--- src/rtl/pin_test_ctrl.sv ---
module pin_test_ctrl #(
  parameter int PINS = 16
) (
  input  logic            clk,
  input  logic            rst_n,
  input  logic            tst_en_n,
  input  logic            hiz_en_n,
  input  logic [PINS-1:0] pin_in,
  input  logic [PINS-1:0] func_oe,
  input  logic            func_probe,
  input  logic            func_probe_oe,
  output logic [PINS-1:0] pin_oe,
  output logic            probe_out,
  output logic            probe_oe,
  output logic [1:0]      mode
);
  localparam logic [1:0] M_NORM = 2'b00;
  localparam logic [1:0] M_TEST = 2'b01;
  localparam logic [1:0] M_HIZ  = 2'b10;

  // No asynchronous reset: the register powers up in normal mode.
  logic [1:0] mode_q = M_NORM;
  logic [1:0] mode_d;

  always_comb begin
    if (!rst_n && !tst_en_n)      mode_d = M_TEST;
    else if (!rst_n && !hiz_en_n) mode_d = M_HIZ;
    else                          mode_d = M_NORM;
  end

  always_ff @(posedge clk) mode_q <= mode_d;

  wire in_test = (mode_q == M_TEST);
  wire in_norm = (mode_q == M_NORM);

  assign mode      = mode_q;
  assign pin_oe    = in_norm ? func_oe : '0;
  assign probe_out = in_test ? &pin_in : func_probe;
  assign probe_oe  = in_test ? 1'b1 : (in_norm ? func_probe_oe : 1'b0);
endmodule

--- config.mk ---
export PLATFORM = sky130hd
export DESIGN_NAME = pin_test_ctrl
export DESIGN_NICKNAME = d
export VERILOG_FILES = /design/src/rtl/pin_test_ctrl.sv
export SDC_FILE = /design/constraint.sdc
export NUM_CORES = 1
export LEC_CHECK = 0
export ABC_AREA = 1
export BUFFER_PORTS_ARGS = -buffer_cell sky130_fd_sc_hd__buf_2
export CAP_MARGIN = 5
export CORE_UTILIZATION = 27
export DETAILED_ROUTE_END_ITERATION = 8
export PLACE_DENSITY = 0.77
export SYNTH_ARGS = -nofsm -noshare
export SYNTH_HDL_FRONTEND = slang
export SYNTH_SLANG_ARGS = --single-unit
--- constraint.sdc ---
create_clock -name clk -period 1.4 [get_ports clk]
set_input_delay 0.28 -clock clk [delete_from_list [all_inputs] [get_ports clk]]
set_output_delay 0.28 -clock clk [all_outputs]
set_load 0.02 [all_outputs]
==> Word-level counts from Yosys, hierarchy flattened <==
Cells that the tools add are included.
{ "word_totals": {"wordCells": 14, "ff_bits": 2, "inputBits": 38, "out_inout_bits": 20} }
{ "classes": {"n_mux": 5, "eq_ne": 1, "n_reduce_logical": 7} }
{ "op_table": {"columns": ["op", "n"], "rows": [
  ["two-way mux 16 bit", 1],
  ["AND reduction 16 bit", 1],
  ["zero test 1 bit", 3],
  ["two-way mux 1 bit", 3],
  ["== test 2 x 1 -> 1 bit, second input constant", 1],
  ["logical AND 1 bit", 2],
  ["zero test 2 bit", 1],
  ["two-way mux 2 bit", 1]
]} }

==> Depth between registers and ports, before layout <==
{ "depth": {"ltp_word": 3, "mapped_depth": 4, "ltp_nobuf": 4} }

==> Worst setup path before layout <==
Ideal clock, no wire load.
{ "synth_path": {"path_type": "register to output", "start": "register mode_q[1], in the netlist mode[1]", "end": "output port pin_oe[10]", "stages_incl_launch_ff": 5, "arrival_ps": 1044, "path_buffers": 2, "slack_ps": 76, "required_time_ps": 1120, "path_cell_list": "dfxtp_1 > or2_1 > buf_6 > buf_12 > nor2_4"} }
{ "synth_between": {"elab_chain_len": 2} }
{ "synth_lines": {"columns": ["item", "line_no", "source"], "rows": [
  ["from (decl)", "22", "logic [1:0] mode_q = M_NORM;"],
  ["from (signal assigned)", "31", "always_ff @(posedge clk) mode_q <= mode_d;"],
  ["zero test 2 bit", "34", "wire in_norm = (mode_q == M_NORM);"],
  ["two-way mux 16 bit", "37", "assign pin_oe = in_norm ? func_oe : '0;"],
  ["to (decl)", "12", "output logic [PINS-1:0] pin_oe,"]
]} }
No other way between the ends.

==> Worst setup path in the final report <==
{ "layout_path": {"start": "register mode_q[1], in the netlist mode[1]", "end": "output port pin_oe[0]"} }
The elaborated chain is that of the path after synthesis.

==> impl_metrics.json <==
{
  "ir_drop_mv": 0.645,
  "cts_buffer_depth": 2,
  "cts_tree": "done",
  "hold_path_startpoint": "hiz_en_n",
  "p_total_w": 0.000510,
  "critPathLaunchType": "flip-flop",
  "violations": "negative setup slack",
  "met3_usage_pct": 1.73,
  "antenna_found_initial": 0,
  "synth_seq_cells": 2,
  "die_w_um": 38.8,
  "yosysUniqueCellTypes": 11,
  "leakage_nw": 0.498,
  "io_buffers": 57,
  "final_cell_mix": "buf_2 (40), inv_1 (18), nor2_4 (16), buf_6 (16)",
  "yosysWarnings": 0,
  "grt_pass1_wl_um": 1830,
  "drt_iter0_markers": 3,
  "rsz0062_at_grt": "yes",
  "max_slew_margin_pct": 90.9,
  "worstHoldPathType": "primary input to flip-flop",
  "dr.pass1.iters": 4,
  "status": "finished with violations",
  "routabilityCongestion": 0.668,
  "cap_violations": 0,
  "cp.arrival_ns": 1.19,
  "post-route-period-util_pct": 105,
  "top_usage_layer": "met2",
  "timing.fmax_mhz": 679,
  "htreeDepth": 1,
  "hold_violations": 0,
  "routed_wl_um": 1200,
  "post_drt_wl_per_cell_um": 8.85,
  "track_usage_pct": 17.4,
  "use_met2_pct": 40.8,
  "die_y_um": 38.8,
  "multi_input_area_um2": 274,
  "drive_above_1_share_pct": 67.8,
  "dp_slack_ns": 0.122,
  "cpPeakStageDelay_ns": 0.32,
  "synth_area_um2": 365,
  "syn_avg_cell_area_um2": 6.09,
  "grt_overflow": 0,
  "clockRootBuffer": "clkbuf_4",
  "fp.coreArea_mm2": 0.00119,
  "synthCells": 60,
  "io_pins": 58,
  "post-route-drc-count": 0,
  "initial_core_util_pct": 30.8,
  "worstHoldEndpoint": "mode[1]",
  "synthesis.nets": 98,
  "clk_pin_slew_ns": 0.03,
  "power_per_cell_area_mw_per_mm2": 588,
  "dp_hpwl_um": 822,
  "end_kind": "primary output",
  "use_met1_pct": 14.4,
  "diodes": 0,
  "nets": 161,
  "largest_reg_flops": 2,
  "fillCellCount": 98,
  "vias_per_cell": 4.11,
  "dieArea_mm2": 0.00150,
  "crit_fanout": 8,
  "slowest_stage": "dfxtp_2",
  "worst-setup-path-type": "flip-flop to primary output",
  "min_path_cells": 2,
  "ant_nets": 0,
  "first_global_vias": 482,
  "path_cells": "or2_4 -> buf_12 -> nor2_4 -> buf_6",
  "setup_viol": 16,
  "setup_ws_ns": -0.0721,
  "yosysSeqAreaShare_pct": 11.0,
  "hold_ws_ns": 0.211,
  "worst_ep_required_time_ns": 1.12,
  "syn_to_final_growth_pct": 137,
  "period_minus_slack_ns": 1.47,
  "regArea_um2": 42.5,
  "final_common_cell": "buf_2",
  "grt_max_degree": 9,
  "worst_pin_slew_ns": 0.136,
  "maxSlewViolCount": 0,
  "rows": 12,
  "cts_made_buffers": 3,
  "cts_num_sinks": 2,
  "via_count": 555
}
-- repair_timing --
| action | in CTS | in global routing |
|---|---|---|
| buffers inserted | 1 | 0 |
| pin swaps | 1 | 1 |
| setup endpoints to repair | 16 | 17 |
| cloned | 1 | 0 |
| hold buffers | 0 | 0 |
| gates resized for setup | 38 | 11 |
-- stage by stage --
| stage | area, um2 | TNS (ns) | instances | util [%] |
|---|---|---|---|---|
| 3_3_place_gp | 657 | 0 | 130 | 55.4 |
| 3_5_place_dp | 657 | 0 | 130 | 55.4 |
| 5_1_grt | 867 | -1.47 | 135 | 73.1 |
| 4_1_cts | 823 | -0.979 | 135 | 69.4 |
| 2_1_floorplan | 365 | 0 | 60 | - |
| 6_report | 867 | -0.910 | 135 | 73.1 |
-- cell usage after synthesis --
cell type | count | area [um2]
buf_12 | 1 | 20.0
inv_1 | 18 | 67.6
nor2_4 | 10 | 113
buf_6 | 1 | 11.3
nand3_1 | 1 | 5.00
nand2_1 | 9 | 33.8
nor2_1 | 15 | 56.3
dfxtp_1 | 2 | 40.0
or2_1 | 1 | 6.26
nor3_1 | 1 | 5.00
o21bai_1 | 1 | 7.51
-- worst max-delay path: cells and delay by family, from the launching register on --
| kind | cells | cell delay [ns] |
|---|---|---|
| flops | 1 | 0.32 |
| simple gates | 2 | 0.37 |
| buf+inv | 2 | 0.28 |
-- area by class of cell --
type / instances / share of cell area (%)
timing repair buffer: 60 / 51.1
multi-input combinational: 38 / 31.6
inverter: 18 / 7.79
sequential: 2 / 4.91
clock buffer: 3 / 2.60
tap: 14 / 2.02
-- metal layers --
layer / vias up / wire length, um
li1: 286 / -
met1: 231 / 376
met2: 38 / 706
met3: 0 / 111
met4: 0 / 0
met5: - / 0
-- power by group --
part / total (W) / switching (W) / internal (W)
clock: 0.000123 / 0.0000292 / 0.0000943
sequential: 0.0000638 / 0.00000252 / 0.0000613
combinational: 0.000323 / 0.000159 / 0.000164
total: 0.000510 / 0.000191 / 0.000319
-- cells by family (layout without fill, tap and decap cells) --
kind of cell,Yosys count,after routing,synth area share (%)
buf+inv,20,81,27.1
flops,2,2,11.0
compound gates,1,1,2.06
simple gates,37,37,59.9
-- worst max-delay path by stage --
stage,from,end
after floorplan,mode[1],pin_oe[10]
after global placement,mode[1],pin_oe[1]
after detailed placement,mode[1],pin_oe[0]
after CTS,mode[0],pin_oe[0]
after global routing,mode[1],pin_oe[0]
final,mode[1],pin_oe[0]
Note: power is estimated with default switching activity, not from simulation.
